==> config.mk <==
export PLATFORM = sky130hd
export DESIGN_NAME = adc_ctl
export DESIGN_NICKNAME = d
export VERILOG_FILES = /design/src/rtl/adc_ctl_pkg.sv /design/src/rtl/adc_ctl_regs.sv /design/src/rtl/adc_ctl_seq.sv /design/src/rtl/adc_ctl.sv
export SDC_FILE = /design/constraint.sdc
export NUM_CORES = 1
export LEC_CHECK = 0
export ABC_AREA = 1
export BUFFER_PORTS_ARGS = -buffer_cell sky130_fd_sc_hd__buf_4
export CAP_MARGIN = 20
export CORE_MARGIN = 2
export CORE_UTILIZATION = 44
export CTS_CLUSTER_DIAMETER = 30
export DETAILED_ROUTE_END_ITERATION = 12
export GPL_ROUTABILITY_DRIVEN = 0
export GPL_TIMING_DRIVEN = 0
export PLACE_DENSITY = 0.76
export SYNTH_ARGS = -nofsm -noshare
export SYNTH_HDL_FRONTEND = slang
export SYNTH_SLANG_ARGS = --single-unit
==> constraint.sdc <==
create_clock -name clk -period 1.22 [get_ports clk]
set_input_delay 0.122 -clock clk [delete_from_list [all_inputs] [get_ports clk]]
set_output_delay 0.122 -clock clk [all_outputs]
set_load 0.05 [all_outputs]
==> src/rtl/adc_ctl_pkg.sv <==
package adc_ctl_pkg;
  localparam int REG_W   = 8;
  localparam int B_IE    = 7;
  localparam int B_FLAG  = 6;
  localparam int B_START = 5;
  localparam int B_PWR   = 4;
  localparam int B_OSC   = 2;

  typedef struct packed {
    logic ie;
    logic pwr;
    logic osc_off;
  } ctl_bits_t;
endpackage

==> src/rtl/adc_ctl_regs.sv <==
module adc_ctl_regs
  import adc_ctl_pkg::*;
#(
  parameter int ADDR_W   = 1,
  parameter int CTL_OFS  = 0,
  parameter int DATA_OFS = 1
) (
  input  logic              clk,
  input  logic              rst_n,
  input  logic [ADDR_W-1:0] bus_addr,
  input  logic              bus_we,
  input  logic [REG_W-1:0]  bus_wdata,
  output logic [REG_W-1:0]  bus_rdata,
  input  logic              flag,
  input  logic [REG_W-1:0]  result,
  output ctl_bits_t         ctl,
  output logic              start_req,
  output logic              pwr_off_req
);
  localparam logic [ADDR_W-1:0] CTL_A  = ADDR_W'(CTL_OFS);
  localparam logic [ADDR_W-1:0] DATA_A = ADDR_W'(DATA_OFS);

  logic wr_ctl;
  assign wr_ctl      = bus_we && (bus_addr == CTL_A);
  assign start_req   = wr_ctl && bus_wdata[B_START] && bus_wdata[B_PWR];
  assign pwr_off_req = wr_ctl && !bus_wdata[B_PWR];

  always_ff @(posedge clk) begin
    if (!rst_n) begin
      ctl <= '0;
    end else if (wr_ctl) begin
      ctl.ie      <= bus_wdata[B_IE];
      ctl.pwr     <= bus_wdata[B_PWR];
      ctl.osc_off <= bus_wdata[B_OSC];
    end
  end

  always_comb begin
    bus_rdata = '0;
    if (bus_addr == CTL_A) begin
      bus_rdata[B_IE]   = ctl.ie;
      bus_rdata[B_FLAG] = flag;
      bus_rdata[B_PWR]  = ctl.pwr;
      bus_rdata[B_OSC]  = ctl.osc_off;
    end else if (bus_addr == DATA_A) begin
      bus_rdata = result;
    end
  end
endmodule

==> src/rtl/adc_ctl_seq.sv <==
module adc_ctl_seq
  import adc_ctl_pkg::*;
(
  input  logic             clk,
  input  logic             rst_n,
  input  logic             start_req,
  input  logic             pwr_off_req,
  input  logic             conv_done,
  input  logic [REG_W-1:0] conv_result,
  output logic             conv_start,
  output logic             flag,
  output logic [REG_W-1:0] result
);
  logic busy_q;
  logic done_ok;

  // A strobe is accepted only from the conversion most recently launched:
  // not on the edge of a new start, nor while the pulse is still in flight.
  assign done_ok = busy_q && conv_done && !conv_start && !start_req && !pwr_off_req;

  always_ff @(posedge clk) begin
    if (!rst_n) begin
      busy_q     <= 1'b0;
      flag       <= 1'b1;
      result     <= '0;
      conv_start <= 1'b0;
    end else begin
      conv_start <= start_req;
      if (start_req) begin
        busy_q <= 1'b1;
        flag   <= 1'b0;
      end else if (pwr_off_req) begin
        busy_q <= 1'b0;
      end else if (done_ok) begin
        busy_q <= 1'b0;
        flag   <= 1'b1;
        result <= conv_result;
      end
    end
  end
endmodule

==> src/rtl/adc_ctl.sv <==
module adc_ctl
  import adc_ctl_pkg::*;
#(
  parameter int ADDR_W   = 1,
  parameter int CTL_OFS  = 0,
  parameter int DATA_OFS = 1
) (
  input  logic              clk,
  input  logic              rst_n,
  input  logic [ADDR_W-1:0] bus_addr,
  input  logic              bus_we,
  input  logic [7:0]        bus_wdata,
  output logic [7:0]        bus_rdata,
  output logic              conv_start,
  output logic              conv_pwr_en,
  input  logic              conv_done,
  input  logic [7:0]        conv_result,
  output logic              irq
);
  ctl_bits_t        ctl;
  logic             start_req;
  logic             pwr_off_req;
  logic             eoc_flag;
  logic [REG_W-1:0] result;

  adc_ctl_regs #(.ADDR_W(ADDR_W), .CTL_OFS(CTL_OFS), .DATA_OFS(DATA_OFS)) u_regs (
    .clk         (clk),
    .rst_n       (rst_n),
    .bus_addr    (bus_addr),
    .bus_we      (bus_we),
    .bus_wdata   (bus_wdata),
    .bus_rdata   (bus_rdata),
    .flag        (eoc_flag),
    .result      (result),
    .ctl         (ctl),
    .start_req   (start_req),
    .pwr_off_req (pwr_off_req)
  );

  adc_ctl_seq u_seq (
    .clk         (clk),
    .rst_n       (rst_n),
    .start_req   (start_req),
    .pwr_off_req (pwr_off_req),
    .conv_done   (conv_done),
    .conv_result (conv_result),
    .conv_start  (conv_start),
    .flag        (eoc_flag),
    .result      (result)
  );

  assign conv_pwr_en = ctl.pwr;
  assign irq         = ctl.ie && eoc_flag;
endmodule

---- Yosys cells after proc, flatten, opt, wreduce, memory -nomap -nowiden ----
Cells that the tools add are included.
Widths: inputs -> output; s select.
storage, ports and cells
  flip-flop bits (word level) ............. 14
  bits in latches ......................... 0
  bits in writable memories ............... 0
  bits in read-only memories .............. 0
  input port bits ......................... 21
  output and inout port bits .............. 11
  logic and storage cells ................. 40
  memories kept ........................... 0
operators by class
  $add $sub $neg .......................... 0
  multipliers ............................. 0
  divide/modulo/power cells ............... 0
  order comparisons ....................... 0
  equality and inequality tests ........... 1
  shift-type cells ........................ 0
  muxes and demuxes ....................... 12
  bitwise logic cells ..................... 3
  reductions and logical operators ........ 17
operators with widths
  cell                count
  $mux 1              10
  $logic_and 1x1->1   9
  $logic_not 1->1     4
  $mux 2              2
  $not 1->1           3
  $reduce_and 3->1    1
  $reduce_bool 3->1   1
  $ne 2x1->1 const B  1
  $reduce_and 2->1    1
  $reduce_bool 2->1   1

---- Longest topological paths before layout ----
Gate-level depths: netlist of run 1.
  depth in word-level cells ............... 10
  depth in mapped cells ................... 7
  depth with buffers taken out ............ 6

---- Cells and area by module ----
From an unflattened synthesis of run 1, not the netlist that was laid out.
unflattened totals
  cell total of the unflattened synthesis .. 114
  area total of the unflattened synthesis .. 752.0 sq um
modules (own cells, without submodules)
  module        instances  cells an instance  area each (sq um)  seq. area each (sq um)
  adc_ctl_seq   1          66                 496.7              220.2
  adc_ctl_regs  1          46                 247.7              60.1
  adc_ctl       1          2                  7.5                0.0

---- Worst setup path before layout of run 1 ----
OpenSTA, ideal clock, no wires.
  kind .................................... register to output
  from .................................... register, netlist name u_regs.ctl[1]
  to ...................................... output bus_rdata[4]
  arrival ................................. 1.823 ns
  data required time ...................... 1.098 ns
  setup slack ............................. -0.725 ns
  cell stages (with the launch flop) ...... 3
  buffers on the path ..................... 0
  path through ............................ dfxtp_1 -> inv_1 -> o21ai_0
between the ends
  longest elaborated chain between the ends .. 1
ends and longest elaborated chain
  item              RTL line            RTL
  $mux 1            adc_ctl_regs.sv:40  if (bus_addr == CTL_A) begin
  end: declaration  adc_ctl.sv:13       output logic [7:0] bus_rdata,
Every way passes these cells.

---- Worst setup path in the final report of run 1 ----
  from .................................... register, netlist name u_regs.ctl[1]
  to ...................................... output bus_rdata[4]
between the ends
  longest elaborated chain between the ends .. 1
ends and longest elaborated chain
  item    RTL line
  $mux 1  adc_ctl_regs.sv:40
Every way passes these cells.

==> metrics.txt, run 1 <==
later-pin clock latency in the skew report=0.29 ns; Chip Width=44.0 um; routed len/inst=around 10 um; Setup-failing EPs final=0; CTS Sinks=14; core area=0.00151 sq mm; DR iter-0 viols=14; total track usage=19.5%; Yosys cell types=16; Max stage delay on crit path=about 0.34 ns; placed cell areas=938 sq um; met3 Use GR=3.75%; IO Port Bufs=27; most used routing layer=met2; R2R depth=6; WP data required=between 1 and 1.5 ns; vias=716; diode count=0; DR pass1 iterations=4; register area share after synthesis=39.9%; drt via density=about 4.7; HP Class=primary input to register; Routed WL=1560 um; final hold vios=0; # Post-CTS Setup Buffers=0; Die H=44.0 um; crit end category=output pin; die footprint=0.00193 sq mm; TritonCTS buffer count=3; Synth warnings=0; Post-CTS Resized=0; Routed Antenna Nets=0; kind of critical path=register to output pin; fmax=just under 900 MHz; initial antenna violation count=0; FF-to-FF End=u_seq.result[0]; Starting Density=46.7%; Setup crit start kind=register; min-delay src=bus_wdata[2]; GR Util met2=between 30% and 40%; post-DP HPWL=approximately 1200 um; Setup TNS=0 ns; Net Count, Synth=126; Max Cap Violations=0; cell total after placement=148; worst r2r src=u_seq.busy_q; most frequent cells in the layout=nand2_1 (28), buf_4 (28), inv_1 (18); Finished Layout Cells=152; Final Max Tran Viols=0; Final Critical Period=1.12 ns; Final Cycle Share=92.1%; CTS tree=done; final worst setup slack=0.0959 ns; r2r setup slk=between 0.1 and 0.15 ns; CTS max path bufs=2; Worst Max-Slew Pin Slew=0.255 ns; CP max FO=2; row cnt=14; H-tree level count=1; vias in the first global route=between 600 and 700; Post-Syn Area=703 sq um; NumNets Final=158; Synth Register Bits=14; PwrDens=1060 mW/mm^2; Avg Inst Size Synth=approximately 6.7 sq um; cell leakage power=0.533 nW; total global routing overflow=0; Crit-path slowest cell=dfxtp_1; Placement Setup Slack=0.138 ns; # DRC=0; Setup Skew=~0.0017 ns; Hold Path End=u_regs.ctl[0]; M1 GR Usage=24.2%; area delta synth->final=38.6%; num ports=32; fraction of layout cells with a size suffix above 1=between 30% and 40%; Max-slew headroom=82.9%; Post-Syn Instances=105; Worst Hold Depth=3; Crit path arrival time=1.00 ns; pin count of the biggest net entering global routing=11; worst hold slack=0.0536 ns; hold_buf cts=0; first-pass GRT wire length=approximately 2700 um; CP Cell Sequence=inv_1 -> o21ai_4 -> buf_4; RSZ-0062 raised after global routing=false; clock root buffer=clkbuf_4; clk slew on worst S/H paths=0.09 ns; run status=finished clean; finished layout cell area=975 sq um; maximum vdd drop=between 0.6 and 0.7 mV
[power by group]
| part | switching (W) | total [W] | leakage [nW] | internal [W] |
|---|---|---|---|---|
| Clock | 0.000161 | 0.000343 | 0.0210 | 0.000182 |
| Combinational | 0.000123 | 0.000206 | 0.397 | 0.0000825 |
| Sequential | 0.00000854 | 0.000480 | 0.114 | 0.000472 |
[layer usage]
metal | share of wire (%) | up-vias
met5 | 0 | -
met4 | 2.1 | 0
met3 | 4.1 | 6
met2 | 51 | 15
met1 | 42 | 313
li1 | - | 382
[synthesized netlist by cell type (all sizes together)]
cell   instances  area share [%]
o21ai          5             5.2
buf            4             4.1
dfxtp         14              40
nand3         10             7.8
a21oi          9             6.9
nor2          15              10
o22ai          1            0.89
nand2         28              15
inv           19              10
[critical path: cells and delay by family, from the launching register on]
family	cells	cell delay [ns]
buffers and inverters	2	0.27
flip-flops	1	0.34
AO/OA/AOI/OAI	1	0.11
[layout make-up]
type                            count  area [sq um]
Buffer                              4          28.8
Sequential cell                    14           282
Timing Repair Buffer               27           203
Multi-Input combinational cell     68           334
Tap cell                           16          20.0
Clock buffer                        4          36.3
Fill cell                         150           532
Inverter                           19          71.3
[how the worst max path moves through the flow]
stage / start / slack [ns] / cells past startpoint / endpoint
final: u_regs.ctl[1] / 0.1 / 3 / bus_rdata[4]
after global routing: u_regs.ctl[1] / 0.02 / 3 / bus_rdata[4]
after CTS: u_regs.ctl[1] / 0.09 / 3 / bus_rdata[4]
after detailed placement: u_seq.busy_q / 0.14 / 6 / u_seq.result[0]
after global placement: u_seq.busy_q / 0.17 / 6 / u_seq.result[0]
after floorplan: u_regs.ctl[1] / -0.02 / 2 / bus_rdata[4]
[cell families after synthesis]
| logic type | synth area share [%] |
|---|---|
| flip-flops | 39.9 |
| AND/OR/NAND/NOR | 32.9 |
| buffers and inverters | 14.2 |
| AO/OA/AOI/OAI | 13.0 |
[stage by stage]
step / util [%] / power [W]
after floorplan: - / 0.000617
after global placement: 62.3 / 0.000694
after detailed placement: 62.3 / 0.000698
after CTS: 64.7 / 0.00103
after global routing: 64.7 / 0.00108
final: 64.7 / 0.00103
[state kept, by name (all words and copies together), names as in the netlist]
signal	cells
u_regs.ctl	3
u_seq.busy_q	1
u_seq.conv_start	1
u_seq.flag	1
u_seq.result	8
No activity file was read; power rests on OpenSTA's default activity.
==> run 2: changes to the inputs <==
CORE_UTILIZATION = 40   (was 44)
PLACE_DENSITY = 0.73   (was 0.76)
clock period = 0.97 ns   (was 1.22 ns; I/O delays follow)
==> run 2 against run 1 <==
- the run now ends with setup timing left
- hold slack worse by 0.013 ns
- design area grew 18%
- clock power up 30%
- sequential power up 26%
- clock skew shrank 0.00075 ns
- non-clock buffer count increased by 6
- critical path depth is 3 higher
- critical path type is now register to register
- highest routed layer unchanged
==> metrics.txt, run 2 (same netlist as run 1, synthesis figures left out) <==
num ports=32; CP max FO=6; CTS tree=done; WP buf/inv=1; HP Class=primary input to register; Max-slew headroom=75.6%; Crit path arrival time=roughly 1.3 ns; clk slew on worst S/H paths=0.09 ns; Chip Width=between 40 and 50 um; final worst setup slack=-0.120 ns; die footprint=roughly 0.0021 sq mm; Tot Pwr=0.00135 W; delay-heaviest family, CP=simple AND/OR/NAND/NOR gates; Top reg by flops=u_seq.result; cell leakage power=roughly 0.59 nW; CP dominant cell by count=nand2_2; routed len/inst=11.1 um; hold_buf cts=0; max reg flops=8; NumNets Final=164; Worst Max-Slew Pin Slew=0.364 ns; run status=finished, violations left; area of the multi-input gates=384 sq um; diode count=0; leading cell type in the layout, fill and taps excluded=nand2_1; Final Cycle Share=112%; first-pass GRT wire length=2900 um; Routed WL=between 1500 and 2000 um; Finished Layout Cells=159; Die H=between 40 and 50 um; IO Port Bufs=27; Largest regs=u_seq.result (8), u_regs.ctl (3); total track usage=between 10% and 20%; vias in the first global route=between 700 and 800; CP Cell Sequence=nand2_2 -> nor2_4 -> buf_6 -> nand3_2 -> nand2_2 -> nor2_1; area delta synth->final=64.1%; fraction of layout cells with a size suffix above 1=52.8%; drt via density=about 4.8; Placement Setup Slack=-0.0972 ns; kind of critical path=register to register; DR iter-0 viols=5; crit end category=register; most frequent cells in the layout=nand2_1 (22), buf_4 (19), inv_1 (17); # DRC=0; clock root buffer=clkbuf_4; Setup crit start kind=register; cell total after placement=149; Routed Antenna Nets=0; Setup-failing EPs final=17; WP data required=1.16 ns; final hold vios=0; fmax=917 MHz; vias=762; CTS Sinks=14; pin count of the biggest net entering global routing=11; post-DP HPWL=roughly 1200 um; DR pass1 iterations=4; row cnt=15; initial antenna violation count=0; H-tree level count=1; FILL cells=146; core area=0.00169 sq mm; r2r setup slk=-0.12 ns; RSZ-0062 raised after global routing=true; Crit-path slowest cell=dfxtp_2; Max Cap Violations=0; failing checks=setup timing; total global routing overflow=0; worst hold slack=0.0411 ns; PwrDens=1170 mW/mm^2; maximum vdd drop=1.07 mV; later-pin clock latency in the skew report=a little under 0.3 ns; CTS max path bufs=2; Starting Density=41.6%; TritonCTS buffer count=3; Register Area=302 sq um; Final Critical Period=between 1 and 1.5 ns; Final Max Tran Viols=0; Setup TNS=-0.898 ns; Setup Skew=0.000903 ns; Max stage delay on crit path=0.34 ns
[run 2: changes by cell type in the layout (fill, tap and decap cells not counted)]
| cell | change |
|---|---|
| buf_4 | -9 |
| buf_6 | +14 |
| buf_8 | +1 |
| dfxtp_1 | -12 |
| dfxtp_2 | +10 |
| dfxtp_4 | +2 |
| inv_1 | -1 |
| inv_4 | +1 |
| nand2_1 | -6 |
| nand2_2 | +6 |
| nand3_1 | -7 |
| nand3_2 | +7 |
[run 2: timing repair]
action                     CTS  global route
cloned                       1             0
setup endpoints to repair   18            19
resized for setup           34             7
setup buffers                5             0
pin swaps                    7             4
[run 2: through the flow]
stage,instance area [sq um],util [%]
global placement,952,56.4
CTS,1130,67.2
global route,1150,68.3
finish,1150,68.3
floorplan,728,-
detailed placement,952,56.4
[run 2: cell type report]
type	count	share of cell area, %
plain buffers	4	2.82
clock buffers	4	3.15
inverters	19	6.40
multi-input cells	68	33.3
flip-flops and latches	14	26.1
well taps	17	1.84
repair buffers	33	26.4
[run 2: final timing paths]
check                       start               to  cells past startpoint
setup / recovery     u_seq.busy_q  u_seq.result[6]                      6
hold / removal       bus_wdata[2]    u_regs.ctl[0]                      3
setup reg to reg     u_seq.busy_q  u_seq.result[6]                      6
hold reg to reg   u_seq.result[2]  u_seq.result[2]                      2
[run 2: worst reg2reg max path: stages (launching register included)]
cell     delay (ns)
dfxtp_2        0.34
nand2_2        0.07
nor2_4         0.21
buf_6          0.16
nand3_2        0.08
nand2_2        0.09
nor2_1         0.04
[run 2: where the power goes]
part           internal [W]  leakage (nW)  switching, W  total, W
Clock              0.000229        0.0210      0.000217  0.000446
Combinational      0.000127         0.447      0.000172  0.000299
Sequential         0.000593         0.119     0.0000128  0.000605
[run 2: metal layers]
metal | part of all wire (%) | vias to the layer above | routed length [um] | GRT usage (%)
met5 | 0 | - | 0 | 0
met2 | 52 | 16 | 925 | 35.0
met1 | 43 | 345 | 759 | 21.0
met3 | 2.9 | 4 | 52 | 2.78
met4 | 1.6 | 0 | 28 | 9.71
li1 | - | 397 | - | -
==> run 3: changes to the inputs <==
GPL_TIMING_DRIVEN = 1   (was 0)
==> run 3 against run 2 <==
- the run still ends with setup timing left
- design area is 7.4% lower
- critical path depth is 3 lower
- first-iteration DRC count is 100% higher
- maximum frequency is 5.0% higher
==> metrics.txt, run 3 (same netlist as run 1, synthesis figures left out) <==
failing checks=setup timing; total track usage=16.7%; Max-slew headroom=between 60% and 70%; Clock power frac=32.0%; PwrDens=approximately 1200 mW/mm^2; Setup-failing EPs final=9; pin count of the biggest net entering global routing=18; IO Port Bufs=27; maximum vdd drop=0.688 mV; run status=finished, violations left; fmax=963 MHz; Setup crit start kind=register; finished layout cell area=0.00107 sq mm; Final Cycle Share=107%; cell leakage power=0.542 nW; Chip Width=45.9 um; Setup Skew=0.00207 ns; Max Cap Violations=0; most frequent cells in the layout=nand2_1 (24), buf_4 (20), inv_1 (15); post-DP HPWL=1100 um; leading cell type in the layout, fill and taps excluded=nand2_1; initial antenna violation count=0; Pint=0.000935 W; DR pass1 iterations=4; fraction of layout cells with a size suffix above 1=a little under half; Comb power frac=approximately a fifth; Net Sw Frac=27.8%; CTS tree=done; die footprint=0.00211 sq mm; final core occ=63.3%; Final Max Tran Viols=0; Worst Max-Slew Pin Slew=0.503 ns; Final Critical Period=1.04 ns; FILL cells=158; sequential share of power=approximately 47%; worst hold slack=0.0566 ns; crit end category=output pin; CTS Sinks=14; clock root buffer=clkbuf_4; num ports=32; clk slew on worst S/H paths=roughly 0.090 ns; Top reg by flops=u_seq.result; RSZ-0062 raised after global routing=true; H-tree level count=1; WP data required=0.87 ns; TritonCTS buffer count=3; net switching power=0.000361 W; # DRC=0; worst r2r src=u_seq.busy_q; CTS max path bufs=2; NumNets Final=157; Crit path arrival time=0.94 ns; diode count=0; Placement Setup Slack=-0.0299 ns; first-pass GRT wire length=2530 um; Worst Hold Depth=3; routed len/inst=10.2 um; kind of critical path=register to output pin; area delta synth->final=52.0%; row cnt=15; vias=715; placed cell areas=947 sq um; Setup TNS=-0.164 ns; HP Class=primary input to register; total global routing overflow=0; Die H=45.9 um; Routed Antenna Nets=0; vias in the first global route=620; final hold vios=0; later-pin clock latency in the skew report=0.27 ns; Routed WL=1550 um; DR iter-0 viols=10; drt via density=4.70; Largest regs=u_seq.result (8), u_regs.ctl (3); R2R depth=6; min-delay src=bus_wdata[2]; r2r setup slk=-0.01 ns; max reg flops=8; Starting Density=41.6%; final worst setup slack=-0.0686 ns; core area=0.00169 sq mm; CP max FO=2; Hold Path End=u_regs.ctl[0]; FF-to-FF End=u_seq.result[5]
## run 3: cell count changes in the layout (fill, tap and decap cells not counted), sizes merged
cell / delta
buf: -7
## run 3: power groups by stage
stage / Clock (W) / Combinational, W / Sequential (W)
2_1_floorplan: 0 / 0.000151 / 0.000624
6_report: 0.000415 / 0.000277 / 0.000604
4_1_cts: 0.000428 / 0.000275 / 0.000603
5_1_grt: 0.000458 / 0.000302 / 0.000606
3_3_place_gp: 0 / 0.000256 / 0.000613
3_5_place_dp: 0 / 0.000259 / 0.000614
## run 3: worst max path at each step
stage | startpoint | endpoint | slack (ns) | depth (start not counted)
floorplan | u_seq.conv_start | u_seq.result[0] | 0.005 | 5
global placement | bus_wdata[4] | u_seq.result[7] | -0.003 | 6
detailed placement | bus_wdata[4] | u_seq.result[7] | -0.03 | 6
CTS | u_regs.ctl[1] | bus_rdata[4] | -0.08 | 3
global route | u_regs.ctl[1] | bus_rdata[4] | -0.12 | 3
finish | u_regs.ctl[1] | bus_rdata[4] | -0.07 | 3
## run 3: metrics by stage
step           total power (W)  std cells
2_1_floorplan         0.000775        105
3_3_place_gp          0.000869        147
3_5_place_dp          0.000873        147
4_1_cts                0.00131        152
5_1_grt                0.00137        152
6_report               0.00130        152
## run 3: area by class of cell
type / count / area, sq um / area share, %
sequential: 14 / 302 / 28.2
multi-input combinational: 68 / 359 / 33.6
inverter: 19 / 71.3 / 6.67
timing repair buffer: 30 / 279 / 26.1
clock buffer: 4 / 36.3 / 3.40
tap: 17 / 21.3 / 1.99
## run 3: timing repair
item | in CTS | in global routing
buffers inserted | 1 | 0
pin swaps | 2 | 1
endpoints found under the setup margin | 17 | 17
cloned | 0 | 0
hold buffers | 0 | 0
gates resized for setup | 22 | 9
## run 3: per-layer routing
metal  vias to the layer above  global-route usage [%]  routed length, um
li1                        381                       -                  -
met1                       318                    20.8                692
met2                        14                    26.9                780
met3                         2                    2.38                 47
met4                         0                    10.3                 27
met5                         -                       0                  0
## run 3: worst max-delay path, stage by stage, from the launching register on
cell and delay, ns:
dfxtp_4 0.35, inv_2 0.04, o21ai_4 0.11, buf_6 0.17
